--- src/rtl/i2c_evt_pkg.sv ---
package i2c_evt_pkg;
  localparam int DW = 16;
  localparam logic [DW-1:0] STICKY_MASK = 16'h6F1F;
  localparam logic [DW-1:0] EN_MASK     = 16'h601F;
  localparam int BB_BIT  = 12;
  localparam int NVEC    = 5;
  localparam int CODE_W  = $clog2(NVEC + 1);

  // Lowest pending source wins; code is index + 1, zero when idle.
  function automatic logic [CODE_W-1:0] vec_code(input logic [NVEC-1:0] pend);
    logic [CODE_W-1:0] c;
    c = '0;
    for (int i = NVEC - 1; i >= 0; i--)
      if (pend[i]) c = CODE_W'(i + 1);
    return c;
  endfunction

  // Sticky update: set beats clear.
  function automatic logic [DW-1:0] stat_next(input logic [DW-1:0] cur,
                                              input logic [DW-1:0] set,
                                              input logic [DW-1:0] clr);
    return ((cur & ~clr) | set) & STICKY_MASK;
  endfunction
endpackage

--- src/rtl/evt_status_bank.sv ---
module evt_status_bank
  import i2c_evt_pkg::*;
(
  input  logic          clk,
  input  logic          rst_n,
  input  logic [DW-1:0] ev_set,
  input  logic [DW-1:0] clr,
  output logic [DW-1:0] stat_q
);
  always_ff @(posedge clk) begin
    if (!rst_n) stat_q <= '0;
    else        stat_q <= stat_next(stat_q, ev_set, clr);
  end

  // a sticky event is visible after the edge, whatever the clear did
  a_r3_event_wins: assert property (@(posedge clk) disable iff (!rst_n)
    (|(ev_set & STICKY_MASK)) |=>
      ((stat_q & $past(ev_set & STICKY_MASK)) == $past(ev_set & STICKY_MASK)));

  // without clear or event the register holds
  a_r2_hold: assert property (@(posedge clk) disable iff (!rst_n)
    (clr == '0 && ev_set == '0) |=> $stable(stat_q));

  // live busy position is never stored
  a_r4_bb_not_stored: assert property (@(posedge clk) disable iff (!rst_n)
    !stat_q[BB_BIT]);
endmodule

--- src/rtl/evt_vec_enc.sv ---
module evt_vec_enc
  import i2c_evt_pkg::*;
(
  input  logic [NVEC-1:0]   pend,
  input  logic              rd_vec,
  output logic [CODE_W-1:0] code,
  output logic [NVEC-1:0]   clr_vec
);
  always_comb begin
    code    = vec_code(pend);
    clr_vec = '0;
    for (int i = 0; i < NVEC; i++)
      if (rd_vec && code == CODE_W'(i + 1)) clr_vec[i] = 1'b1;
  end

  // one vector read acknowledges at most one event, and only a pending one
  always_comb begin
    a_r9_single_clear: assert ($onehot0(clr_vec) && ((clr_vec & ~pend) == '0));
  end
endmodule

--- src/rtl/evt_irq_unit.sv ---
module evt_irq_unit
  import i2c_evt_pkg::*;
#(
  parameter int ADDR_W = 2
) (
  input  logic              clk,
  input  logic              rst_n,
  input  logic [DW-1:0]     ev_pulse,
  input  logic              bus_busy,
  input  logic [ADDR_W-1:0] bus_addr,
  input  logic              bus_wr,
  input  logic              bus_rd,
  input  logic [DW-1:0]     bus_wdata,
  output logic [DW-1:0]     bus_rdata,
  output logic              irq_o
);
  localparam logic [ADDR_W-1:0] A_STAT = ADDR_W'(0);
  localparam logic [ADDR_W-1:0] A_EN   = ADDR_W'(1);
  localparam logic [ADDR_W-1:0] A_VEC  = ADDR_W'(2);

  logic [DW-1:0]     stat_q, en_q, clr_w, clr_all, pend_en;
  logic [NVEC-1:0]   clr_vec;
  logic [CODE_W-1:0] code;
  logic              wr_stat, wr_en, rd_vec;

  assign wr_stat = bus_wr && bus_addr == A_STAT;
  assign wr_en   = bus_wr && bus_addr == A_EN;
  assign rd_vec  = bus_rd && bus_addr == A_VEC;
  assign clr_w   = wr_stat ? bus_wdata : '0;
  assign pend_en = stat_q & en_q;
  assign clr_all = clr_w | {{(DW-NVEC){1'b0}}, clr_vec};

  evt_status_bank u_bank (
    .clk    (clk),
    .rst_n  (rst_n),
    .ev_set (ev_pulse),
    .clr    (clr_all),
    .stat_q (stat_q)
  );

  evt_vec_enc u_vec (
    .pend    (pend_en[NVEC-1:0]),
    .rd_vec  (rd_vec),
    .code    (code),
    .clr_vec (clr_vec)
  );

  always_ff @(posedge clk) begin
    if (!rst_n)     en_q <= '0;
    else if (wr_en) en_q <= bus_wdata & EN_MASK;
  end

  assign irq_o = |pend_en;

  always_comb begin
    bus_rdata = '0;
    if (bus_rd) begin
      unique case (bus_addr)
        A_STAT:  bus_rdata = stat_q | (DW'(bus_busy) << BB_BIT);
        A_EN:    bus_rdata = en_q;
        A_VEC:   bus_rdata = DW'(code);
        default: bus_rdata = '0;
      endcase
    end
  end

  // an all-zero mask keeps the line low
  a_r7_mask_zero: assert property (@(posedge clk) disable iff (!rst_n)
    (en_q == '0) |-> !irq_o);

  // interrupt and vector agree on whether an event is pending
  a_r6_vec_implies_irq: assert property (@(posedge clk) disable iff (!rst_n)
    (code != '0) |-> irq_o);

  // enable writes hold unless rewritten
  a_r5_en_hold: assert property (@(posedge clk) disable iff (!rst_n)
    !wr_en |=> $stable(en_q));

  // a vector read with nothing enabled pending leaves status unchanged
  a_r9_empty_read: assert property (@(posedge clk) disable iff (!rst_n)
    (rd_vec && code == '0 && !wr_stat && ev_pulse == '0) |=> $stable(stat_q));
endmodule

--- config.mk ---
export PLATFORM = sky130hd
export DESIGN_NAME = evt_irq_unit
export DESIGN_NICKNAME = d
export VERILOG_FILES = /design/src/rtl/i2c_evt_pkg.sv /design/src/rtl/evt_status_bank.sv /design/src/rtl/evt_vec_enc.sv /design/src/rtl/evt_irq_unit.sv
export SDC_FILE = /design/constraint.sdc
export NUM_CORES = 1
export LEC_CHECK = 0
export BUFFER_PORTS_ARGS = -buffer_cell sky130_fd_sc_hd__buf_4
export CORE_MARGIN = 4
export CORE_UTILIZATION = 46
export DETAILED_ROUTE_END_ITERATION = 8
export GPL_TIMING_DRIVEN = 0
export PLACE_DENSITY = 0.89
export SYNTH_ARGS = -nofsm -noshare
export SYNTH_HDL_FRONTEND = slang
export SYNTH_HIERARCHICAL = 1
export SYNTH_SLANG_ARGS = --single-unit
export TNS_END_PERCENT = 1
--- constraint.sdc ---
create_clock -name clk -period 1.93 [get_ports clk]
set_input_delay 0.2895 -clock clk [delete_from_list [all_inputs] [get_ports clk]]
set_output_delay 0.2895 -clock clk [all_outputs]
set_load 0.05 [all_outputs]
[Yosys cells after proc, flatten, opt, wreduce, memory -nomap -nowiden]
Index checks and enable logic that the tools add are counted.
Word-level totals
  flip-flop bits (word level): 18
  logic and storage cells: 38
Cells by class
  eq/ne operators: 7
  muxes and demuxes: 13
  bitwise gates (word level): 6
  reduce and logical (&&, ||, !) cells: 10
Operators with widths (count)
  $pmux W16 S3: 1
  $and A15 B15 Y15: 2
  $mux W16: 1
  $reduce_or A16 Y1: 1
  $mux W15: 1
  $mux W3: 5
  $not A15 Y15: 1
  $or A15 B13 Y15: 1
  $or A15 B15 Y15: 1
  $or A15 B5 Y15: 1
  $logic_and A1 B1 Y1: 8
  $eq A3 B2 Y1 const B: 2
  $eq A3 B3 Y1 const B: 2
  $mux W1: 5
  $eq A3 B1 Y1 const B: 1
  $eq A2 B1 Y1 const B: 1
  $eq A2 B2 Y1 const B: 1
  $logic_not A2 Y1: 1

[Logic depth before layout (Yosys ltp)]
Gate-level depths: netlist of run 1.
  word-level depth: 13
  gate-level depth with buffers: 8
  depth with buffers taken out: 6

[Modules after synthesis]
Netlist of run 1, hierarchy kept.
By module, submodules not included
  evt_irq_unit: times used 1, cells each 92, area an instance 665.6 um2, seq. area each 140.1 um2
  evt_status_bank: times used 1, cells each 40, area an instance 424.2 um2, seq. area each 220.2 um2
  evt_vec_enc: times used 1, cells each 14, area an instance 103.8 um2, seq. area each 0.0 um2

[Worst setup path after synthesis of run 1]
OpenSTA, ideal clock, no wires.
  path kind: register to output
  from: register u_bank.stat_q[0]
  to: output port irq_o
  data arrival time: 1.477 ns
  required time: 1.640 ns
  slack: 0.164 ns
  cell stages (with the launch flop): 4
  cells stage by stage: dfxtp_1 > and2_4 > or3_1 > or4_1
On the way
  longest elaborated chain between the ends: 2
RTL lines
  start, declared: RTL line evt_status_bank.sv:8  | output logic [DW-1:0] stat_q
  start signal, assigned: RTL line evt_status_bank.sv:12  | else stat_q <= stat_next(stat_q, ev_set, clr);
  $and A15 B15 Y15: RTL line evt_irq_unit.sv:30  | assign pend_en = stat_q & en_q;
  via pend_en[0]: RTL line evt_irq_unit.sv:21  | logic [DW-1:0] stat_q, en_q, clr_w, clr_all, pend_en;
  $reduce_or A16 Y1: RTL line evt_irq_unit.sv:53  | assign irq_o = |pend_en;
  end, declared: RTL line evt_irq_unit.sv:15  | output logic irq_o
The timed path passes the listed nets, and every way through them passes these cells.

[Worst setup path after layout of run 1]
  from: register u_bank.stat_q[14]
  to: output port irq_o
On the way
  longest elaborated chain between the ends: 2
RTL lines (RTL line)
  $and A15 B15 Y15: evt_irq_unit.sv:30
  $reduce_or A16 Y1: evt_irq_unit.sv:53
Every way passes these cells.

==> summary.md, run 1 <==
| Metric | Value |
|---|---|
| RSZ-0062 raised after global routing | true |
| Ports | 56 |
| Area delta synth->final | 38.64% |
| Die Span Y | roughly 58 um |
| Leak | 0.7798 nW |
| Reg2reg end | u_bank/stat_q[3]$_SDFF_PN0_ |
| Tcrit/Tclk final | 1.084 |
| Initial Util | 0.5060 |
| Register area | around 370 um^2 |
| PD cells | 533.3 mW/mm^2 |
| Non-filler cells in the finished layout | between 200 and 250 |
| Crit path kind | register to output pin |
| Max Slew Vio Count | 0 |
| Global routing usage on met1 | 0.2110 |
| Final Wtd Congestion | 0.7947 |
| Core area | 0.002297 mm^2 |
| GRT overflow | 0 |
| GR Util All Layers | 0.1881 |
| Worst Hold Path Cells | 2 |
| Root buf cell | clkbuf_4 |
| Placed Cells | between 200 and 250 |
| Vias in the first global route | between 1000 and 1500 |
| Drt pass-1 iters | 4 |
| Endpoints failing hold | 0 |
| Clk buf depth | 2 |
| Share of layout cells above drive strength 1 | 0.3802 |
| CTS tree | done |
| Reg2reg start | u_bank/stat_q[0]$_SDFF_PN0_ |
| Required time worst endpoint | ~1600 ps |
| Clk_skew | roughly 7.6 ps |
| Initial antenna violation count | 0 |
| Hold slack | ~190 ps |
| Final WL | 3024 um |
| Worst Reg2Reg Path Length in Cells | 7 |
| Fmax achieved | between 400 and 500 MHz |
| First-pass GRT wire length | 4933 um |
| Gate Count Post-Synth | about 140 |
| MaxCap Viol Count | 0 |
| Post-route minimum period | between 2000 and 2500 ps |
| Worst Path Arrival | roughly 1800 ps |
| WL/cell | about 14 um |
| Area of the multi-input gates | around 760 um^2 |
| Synth Cell Area | approximately 0.0012 mm^2 |
| Crit path launch type | register |
| Status | finished with violations |
| H-tree depth | 1 |
| Critical path peak fanout | 3 |
| CTS buffer count | 3 |
| GRT busiest layer | met2 |
| Core Util, Final | 0.7015 |
| Row count | 17 |
| Post-CTS Hold Buffers | 0 |
| Die Outline Area | ~0.0034 mm^2 |
| Largest net degree at the start of global routing | 11 |
| Hold Crit Start | ev_pulse[1] |
| Min-Delay Path Class | input pin to register |
| Failing checks | negative setup slack |
| Flop-to-flop setup slack | around 400 ps |
| Die width | 58.27 um |
| Vias per inst | roughly 5 |
| Final WS setup | -161.5 ps |
| Layout net count | between 200 and 250 |
| Fill cell count | ~180 |
| Grt met2 use | 0.3413 |
| Ant diodes | 0 |
| Total power | between 0.8 and 0.9 mW |
| Worst-Skew Late Latency | approximately 300 ps |
| CTS clk-pin slew, worst paths | approximately 100 ps |
| Synthesis Warnings | 6 |
| Via Count | approximately 1100 |
| Worst VDD drop | between 0.4 and 0.5 mV |
| Mean Syn Cell Area | slightly above 8 um^2 |
| # DRC | 0 |
| Crit path capture type | output pin |
| First DRT Iteration DRCs | 18 |
| PortBufs | 39 |
| Hold Path Sink | u_bank/stat_q[1]$_SDFF_PN0_ |
| Antenna Violating Nets Remaining | 0 |
| CTS sink count | 18 |
| Met3 Use GR | 0.02004 |
| Final setup violation count | 2 |
| DPL Wire Length | around 2300 um |
## report_power, final
| group | switching [mW] | total (mW) | internal, mW |
|---|---|---|---|
| Combinational | 0.110 | 0.219 | 0.108 |
| Clock | 0.118 | 0.233 | 0.115 |
| Sequential | 0.0136 | 0.408 | 0.394 |
## through the flow
stage	setup slack [ps]	TNS, ps	cell area [um^2]
after floorplan	163.9	0	1177
after global placement	196.2	0	1505
after detailed placement	171.0	0	1505
after CTS	-156.6	-156.6	1553
after global routing	-206.6	-398.3	1612
final	-161.5	-229.7	1612
## routing by layer
metal,routed length [um],up-vias
met4,83,0
met2,1541,29
li1,-,573
met1,1271,519
met5,0,-
met3,126,7
## how the worst max path moves through the flow
stage	start	to	slack (ps)	depth (start not counted)
after global placement	u_bank/stat_q[0]$_SDFF_PN0_	irq_o	200	4
after detailed placement	u_bank/stat_q[0]$_SDFF_PN0_	irq_o	170	4
after global routing	u_bank/stat_q[14]$_SDFF_PN0_	irq_o	-210	4
after floorplan	u_bank/stat_q[0]$_SDFF_PN0_	irq_o	160	3
after CTS	u_bank/stat_q[0]$_SDFF_PN0_	irq_o	-160	4
final	u_bank/stat_q[14]$_SDFF_PN0_	irq_o	-160	4
## layout make-up
class | count | share of cell area
Buffer | 12 | 0.04658
Multi-Input combinational cell | 115 | 0.4728
Tap cell | 28 | 0.02174
Clock buffer | 4 | 0.02252
Timing Repair Buffer | 43 | 0.2096
Sequential cell | 18 | 0.2267
## critical path, stage by stage (launching register included)
cell,delay [ps]
dfxtp_2,340
a22o_1,240
or3_4,320
or4_4,430
buf_8,170
## flip-flops by register name (all words and copies together) (netlist names)
signal         flops
u_bank/stat_q     11
en_q               7
## cells in the final DEF, fill, tap and decap left out, types with 5 or more instances in the layout
master / count
buf_4: 45
and2_1: 20
dfxtp_1: 14
o21a_1: 12
nor2b_1: 11
o21ai_0: 10
nor2_1: 8
mux2i_1: 7
nand2_1: 7
nand3_1: 7
a21o_1: 5
conb_1: 5
## timing repair
action / 4_1_cts / 5_1_grt
setup buffers: 0 / 4
cloned: 0 / 0
gates resized for setup: 4 / 11
pin swaps: 0 / 1
setup endpoints to repair: 2 / 4
Note: power is estimated with default switching activity, not from simulation.
==> run 2, diff against run 1 <==
- BUFFER_PORTS_ARGS: -buffer_cell sky130_fd_sc_hd__buf_4 -> unset
- CORE_UTILIZATION: 46 -> 59
- DONT_BUFFER_PORTS: unset -> 1
- PLACE_DENSITY: 0.89 -> 0.85
==> run 2 against run 1 <==
  * The run still ends with negative setup slack left
  * Sequential share of layout area is 5.9 points higher
  * Cell count fell by 21%
  * Final area shrank 22%
  * Wire length shrank 14%
  * Largest cell class unchanged
  * Largest power group unchanged
==> summary.md, run 2 (synthesis gave the netlist of run 1 again) <==
| Metric | Value |
|---|---|
| Net Sw Power | 0.2128 mW (-12%) |
| Clk_skew | 8.138 ps (+0.5831 ps) |
| Worst Hold Path Cells | 1 (-1) |
| PD cells | 618.1 mW/mm^2 (+16%) |
| GR Util All Layers | 0.1973 (+0.009174) |
| Endpoints failing hold | 0 (unchanged) |
| Crit path capture type | output pin |
| Crit-path max cell delay | 540 ps (+110 ps) |
| Hold Crit Start | ev_pulse[10] |
| First-pass GRT wire length | 4064 um (-18%) |
| Critical path peak fanout | 9 (+6) |
| Hold Path Sink | u_bank/stat_q[10]$_SDFF_PN0_ |
| Die Outline Area | 0.002744 mm^2 (-19%) |
| Clock share of power | 0.284 (+0.013) |
| Worst Reg2Reg Path Length in Cells | 6 (-1) |
| Area delta synth->final | 8.826% |
| Internal Power | 0.5691 mW (-7.9%) |
| Top Registers | u_bank/stat_q (11), en_q (7) |
| Fmax achieved | 503.1 MHz (+5.2%) |
| Largest net degree at the start of global routing | 11 (unchanged) |
| Root buf cell | clkbuf_4 |
| Via Count | 974 (-14%) |
| Share of layout cells above drive strength 1 | 0.2081 (-0.1722) |
| Ports | 56 (unchanged) |
| Max Slew Vio Count | 0 (unchanged) |
| Status | finished with violations |
| Die Span Y | 52.39 um (-10%) |
| CTS buffer count | 3 (unchanged) |
| Min-Delay Path Class | input pin to register |
| Final WS setup | -57.86 ps (+103.7 ps) |
| Finished Cell Area | 0.001265 mm^2 (-22%) |
| Max reg flops | 11 (unchanged) |
| Worst-Skew Late Latency | 290 ps (about the same) |
| Sw frac | 0.2722 (-0.008939) |
| PortBufs | 0 (-100%) |
| DPL Wire Length | 2052 um (-8.9%) |
| Die width | 52.39 um (-10%) |
| Placed Cells | 170 (-20%) |
| Final WL | 2592 um (-14%) |
| MaxCap Viol Count | 0 (unchanged) |
| WL/cell | 14.90 um (+8.4%) |
| Flop-to-flop setup slack | 590 ps (+180 ps) |
| H-tree depth | 1 (unchanged) |
| Most frequent cells in the layout | dfxtp_1 (17), and2_1 (14), nor2b_1 (11), o21a_1 (11), o21ai_0 (10) |
| Vias per inst | 5.598 (+9.2%) |
| Initial Util | 0.6451 (+0.1391) |
| Critical path cell sequence | and2_4 > or3_1 > or4_4 |
| Crit path launch type | register |
| Post-CTS Hold Buffers | 0 (unchanged) |
| RSZ-0062 raised after global routing | true |
| Failing checks | negative setup slack |
| Leak | 0.5659 nW (-27%) |
| Vias in the first global route | 947 (-15%) |
| # DRC | 0 (unchanged) |
| Worst-Margin Slew | 906.1 ps |
| Worst Path Arrival | 1700 ps (-100 ps) |
| First DRT Iteration DRCs | 26 (+8) |
| Non-filler cells in the finished layout | 174 (-21%) |
| Core Util, Final | 0.7021 (about the same) |
| GRT overflow | 0 (unchanged) |
| Tcrit/Tclk final | 1.030 (-0.05371) |
| Final Wtd Congestion | 0.8575 (+7.9%) |
| CTS clk-pin slew, worst paths | 100 ps (about the same) |
| Combinational Power Share | 0.196 (-0.058) |
| Seq pwr share | 0.520 (+0.045) |
| CTS sink count | 18 (unchanged) |
| Reg2reg start | u_bank/stat_q[3]$_SDFF_PN0_ |
| Core area | 0.001802 mm^2 (-22%) |
| Slowest stage cell, crit path | or4_4 |
| Ant diodes | 0 (unchanged) |
| Post-route minimum period | 1988 ps (-103.7 ps) |
| Clk buf depth | 2 (unchanged) |
| Layout net count | 189 (-19%) |
| Row count | 15 (-2) |
| Final setup violation count | 1 (-1) |
| Crit path kind | register to output pin |
| Antenna Violating Nets Remaining | 0 (unchanged) |
| Drt pass-1 iters | 4 (unchanged) |
| CTS tree | done |
| Initial antenna violation count | 0 (unchanged) |
| Post-Route Setup TNS | -57.86 ps (+171.8 ps) |
| Area after DPL | 0.001209 mm^2 (-20%) |
| Required time worst endpoint | 1640 ps (about the same) |
| Most common cell after layout, fill and taps aside | dfxtp_1 |
| Worst VDD drop | 0.6748 mV (+37%) |
| Rel. slew slack | 0.3937 |
| Reg2reg end | u_bank/stat_q[4]$_SDFF_PN0_ |
| Biggest register | u_bank/stat_q |
## run 2: cell count changes in the layout (fill, tap and decap cells not counted), sizes merged
cell and delta:
buf -43
## run 2: area by class of cell
cell class / instances / area (um^2)
Buffer: 12 / 75.07
Clock buffer: 4 / 36.28
Fill cell: 146 / 536.8
Multi-Input combinational cell: 115 / 760.7
Sequential cell: 18 / 361.6
Tap cell: 25 / 31.28
## run 2: worst max path at each step
| stage | start | endpoint | slack [ps] | depth (start not counted) |
|---|---|---|---|---|
| floorplan | u_bank/stat_q[0]$_SDFF_PN0_ | irq_o | 160 | 3 |
| global placement | bus_addr[1] | bus_rdata[8] | 110 | 4 |
| detailed placement | bus_addr[1] | bus_rdata[10] | 60 | 4 |
| CTS | u_bank/stat_q[0]$_SDFF_PN0_ | irq_o | -70 | 3 |
| global route | u_bank/stat_q[0]$_SDFF_PN0_ | irq_o | -130 | 3 |
| finish | u_bank/stat_q[0]$_SDFF_PN0_ | irq_o | -60 | 3 |
## run 2: power by group through the flow
stage / clock [mW] / sequential, mW / combinational [mW]
final: 0.222 / 0.406 / 0.154
after global routing: 0.250 / 0.409 / 0.165
after CTS: 0.226 / 0.406 / 0.152
after detailed placement: 0 / 0.414 / 0.149
after global placement: 0 / 0.413 / 0.145
after floorplan: 0 / 0.410 / 0.132
## run 2: metal layers
metal	wire length, um	GRT usage	vias to the layer above
li1	-	-	489
met1	1050	0.2153	444
met2	1289	0.3512	35
met3	202	0.05413	6
met4	49	0.08511	0
met5	0	0	-
## run 2: what timing repair did
action                     4_1_cts  5_1_grt
buffers inserted                 0        0
pin swaps                        0        1
setup endpoints to repair        4        8
resized for setup                6        7
## run 2: per-stage QoR
| stage | total power [mW] | setup slack [ps] | hold WS (ps) |
|---|---|---|---|
| after CTS | 0.7833 | -68.85 | 115.1 |
| after global placement | 0.5574 | 105.8 | 408.4 |
| after global routing | 0.8235 | -131.0 | 104.7 |
| after floorplan | 0.5419 | 163.9 | 407.0 |
| after detailed placement | 0.5626 | 63.21 | 416.3 |
| final | 0.7819 | -57.86 | 117.6 |
## run 2: worst max-delay path: cells and delay by family, from the launching register on
family	cells	cell delay (ps)
and+or+nand+nor	3	1080
DFF	1	340
==> run 3, diff against run 2 <==
- CORE_ASPECT_RATIO: unset -> 1.2
- SYNTH_HIERARCHICAL: 1 -> unset
==> run 3 against run 2 <==
  * Worst setup slack better by 65 ps
  * The run now ends clean
  * Cell count fell by 16%
  * Largest power group unchanged
  * Clock skew down 4.4 ps
  * First-iteration DRC count down 73%
  * Via count is 8.1% lower
==> summary.md, run 3 <==
| Metric | Value |
|---|---|
| CP startpoint | u_bank.stat_q[0]$_SDFF_PN0_ |
| Status | finished, final reports clean |
| Final setup violation count | 0 (-1) |
| PD cells | 649.2 mW/mm^2 (+5.0%) |
| Mean Syn Cell Area | 8.708 um^2 (+5.6%) |
| FF+latch count, synth | 18 |
| Antenna Violating Nets Remaining | 0 (unchanged) |
| Die Outline Area | 0.002564 mm^2 (-6.6%) |
| Area delta synth->final | 7.243% |
| Ant diodes | 0 (unchanged) |
| Register area share after synthesis | 0.3364 |
| Most frequent cells in the layout | dfxtp_1 (17), mux2i_1 (14), nand2_1 (13), nor2b_1 (13), a21oi_1 (9) |
| Core area | 0.001682 mm^2 (-6.7%) |
| First-pass GRT wire length | 3519 um (-13%) |
| Ports | 56 (unchanged) |
| Synth area leader | dfxtp_1 |
| Final WS setup | 6.826 ps (+64.69 ps) |
| Max reg flops | 11 (unchanged) |
| Top post-synthesis cells by area | dfxtp_1 (34%), mux2i_1 (13%), nor2b_1 (8.2%) |
| Final Wtd Congestion | 0.8180 (-4.6%) |
| Top post-synthesis cells by count | dfxtp_1 (18), mux2i_1 (14), nor2b_1 (14) |
| H-tree depth | 1 (unchanged) |
| Biggest register | u_bank.stat_q |
| Endpoints failing hold | 0 (unchanged) |
| Placed Cells | 144 (-15%) |
| Clk_skew | 3.690 ps (-4.449 ps) |
| Most common cell after layout, fill and taps aside | dfxtp_1 |
| Top cell type's share of synthesized area | 0.3364 |
| Root buf cell | clkbuf_4 |
| Area after DPL | 0.001105 mm^2 (-8.6%) |
| Synth Cell Area | 0.001071 mm^2 (-7.9%) |
| Worst-Margin Slew | 880.5 ps (-25.57 ps) |
| WL/cell | 15.56 um (+4.4%) |
| Post-route minimum period | 1923 ps (-64.69 ps) |
| Via Count | 895 (-8.1%) |
| Top Registers | u_bank.stat_q (11), en_q (7) |
| Min-Delay Path Class | input pin to register |
| Initial Util | 0.6369 (-0.008234) |
| Final WL | 2287 um (-12%) |
| Number of flops mapped to enable cells by yosys | 0 |
| Worst Path Arrival | 1630 ps (-70 ps) |
| Drt pass-1 iters | 4 (unchanged) |
| Required time worst endpoint | 1640 ps (about the same) |
| CTS sink count | 18 (unchanged) |
| Initial antenna violation count | 0 (unchanged) |
| Fmax achieved | 520.0 MHz (+3.4%) |
| Clk buf depth | 2 (unchanged) |
| # DRC | 0 (unchanged) |
| MaxCap Viol Count | 0 (unchanged) |
| Hold Crit Start | ev_pulse[0] |
| Reg2reg start | u_bank.stat_q[3]$_SDFF_PN0_ |
| Post-CTS Hold Buffers | 0 (unchanged) |
| CTS clk-pin slew, worst paths | 90 ps (about the same) |
| Non-filler cells in the finished layout | 147 (-16%) |
| Layout net count | 170 (-10%) |
| GRT overflow | 0 (unchanged) |
| Rel. slew slack | 0.4108 (+0.01711) |
| Share of layout cells above drive strength 1 | 0.1550 (-0.05301) |
| Post-Route Setup TNS | 0 ps (+57.86 ps) |
| CTS tree | done |
| First DRT Iteration DRCs | 7 (-73%) |
| Worst-Skew Late Latency | 290 ps (about the same) |
| Die Span Y | 54.68 um (+4.4%) |
| Vias in the first global route | 866 (-8.6%) |
| Post-synth top flop | dfxtp_1 |
| Hold slack | 117.0 ps (-0.6220 ps) |
| PortBufs | 0 (unchanged) |
| RSZ-0062 raised after global routing | true |
| Yosys cell types | 35 |
| Setup slack after placement | 2.337 ps (-60.88 ps) |
| Critical path peak fanout | 5 (-4) |
| Worst VDD drop | 0.4263 mV (-37%) |
| Gate Count Post-Synth | 123 (-13%) |
| Crit path capture type | output pin |
| Max Slew Vio Count | 0 (unchanged) |
| Die width | 46.90 um (-10%) |
| CTS buffer count | 3 (unchanged) |
| Crit path kind | register to output pin |
| Finished Cell Area | 0.001149 mm^2 (-9.2%) |
| Largest net degree at the start of global routing | 11 (unchanged) |
| Tcrit/Tclk final | 0.9965 (-0.03352) |
| Vias per inst | 6.088 (+8.8%) |
| Row count | 16 (+1) |
| DPL Wire Length | 1809 um (-12%) |
| GR Util All Layers | 0.1939 (-0.003384) |
| Synthesis Warnings | 0 (-6) |
| Async SR Flop Fraction | 0 |
| Top-count cell post-synth | dfxtp_1 |
| Crit path launch type | register |
| Leak | 0.4982 nW (-12%) |
==> run 3: changes by cell type in the layout (fill, tap and decap cells not counted), moves of 4 or more <==
cell | before | now
a21o_1 | 5 | 1
a21oi_1 | 1 | 9
and2_1 | 14 | 6
and2_2 | 5 | 1
and2_4 | 5 | 0
mux2i_1 | 7 | 14
nand2_1 | 7 | 13
nand3_1 | 7 | 1
o21a_1 | 11 | 4
o21ai_0 | 10 | 2
==> run 3: cells by family after synthesis <==
group,after synthesis,share of synthesized area
compound gates,27,0.1811
buf+inv,12,0.06775
simple gates,51,0.2804
flops,18,0.3365
mux,14,0.1308
other cells,1,0.003501
==> run 3: metrics by stage <==
stage          power (mW)    util
3_5_place_dp       0.5714  0.6570
6_report           0.7457  0.6830
3_3_place_gp       0.5667  0.6570
4_1_cts            0.7504  0.6786
5_1_grt            0.7805  0.6830
2_1_floorplan      0.5518       -
==> run 3: worst paths after layout <==
kind | end | slack (ps) | cells after the start
worst max-delay path | irq_o | 7 | 2
worst min-delay path | u_bank.stat_q[0]$_SDFF_PN0_ | 120 | 1
worst max register to register | u_bank.stat_q[4]$_SDFF_PN0_ | 690 | 4
worst min register to register | u_bank.stat_q[9]$_SDFF_PN0_ | 520 | 2
==> run 3: area by class of cell <==
type                            instances  area, um^2
Multi-Input combinational cell         96       669.4
Fill cell                             146       533.0
Buffer                                  9       61.31
Clock buffer                            3       22.52
Tap cell                               18       22.52
Inverter                                3       11.26
Sequential cell                        18       361.6
==> run 3: where the power goes <==
part,leakage (nW),total [mW],switching [mW],internal [mW]
clock,0.0138,0.179,0.106,0.0726
sequential,0.150,0.413,0.0197,0.393
combinational,0.335,0.154,0.0953,0.0585
total,0.498,0.746,0.221,0.524
==> run 3: routing by layer <==
metal	GRT usage	wire, um	vias up
met5	0	0	-
met4	0.09217	33	0
met3	0.05921	199	4
met2	0.2986	1101	36
met1	0.2425	952	419
li1	-	-	436
==> run 3: timing repair <==
action / CTS / global route
hold endpoints to repair: 0 / 0
resized for setup: 3 / 3
setup endpoints to repair: 3 / 4
buffers inserted: 0 / 0
==> run 3: worst max-delay path: stages, from the launching register on <==
cell      delay [ps]
dfxtp_1          380
a222oi_1         400
nand4_1          570
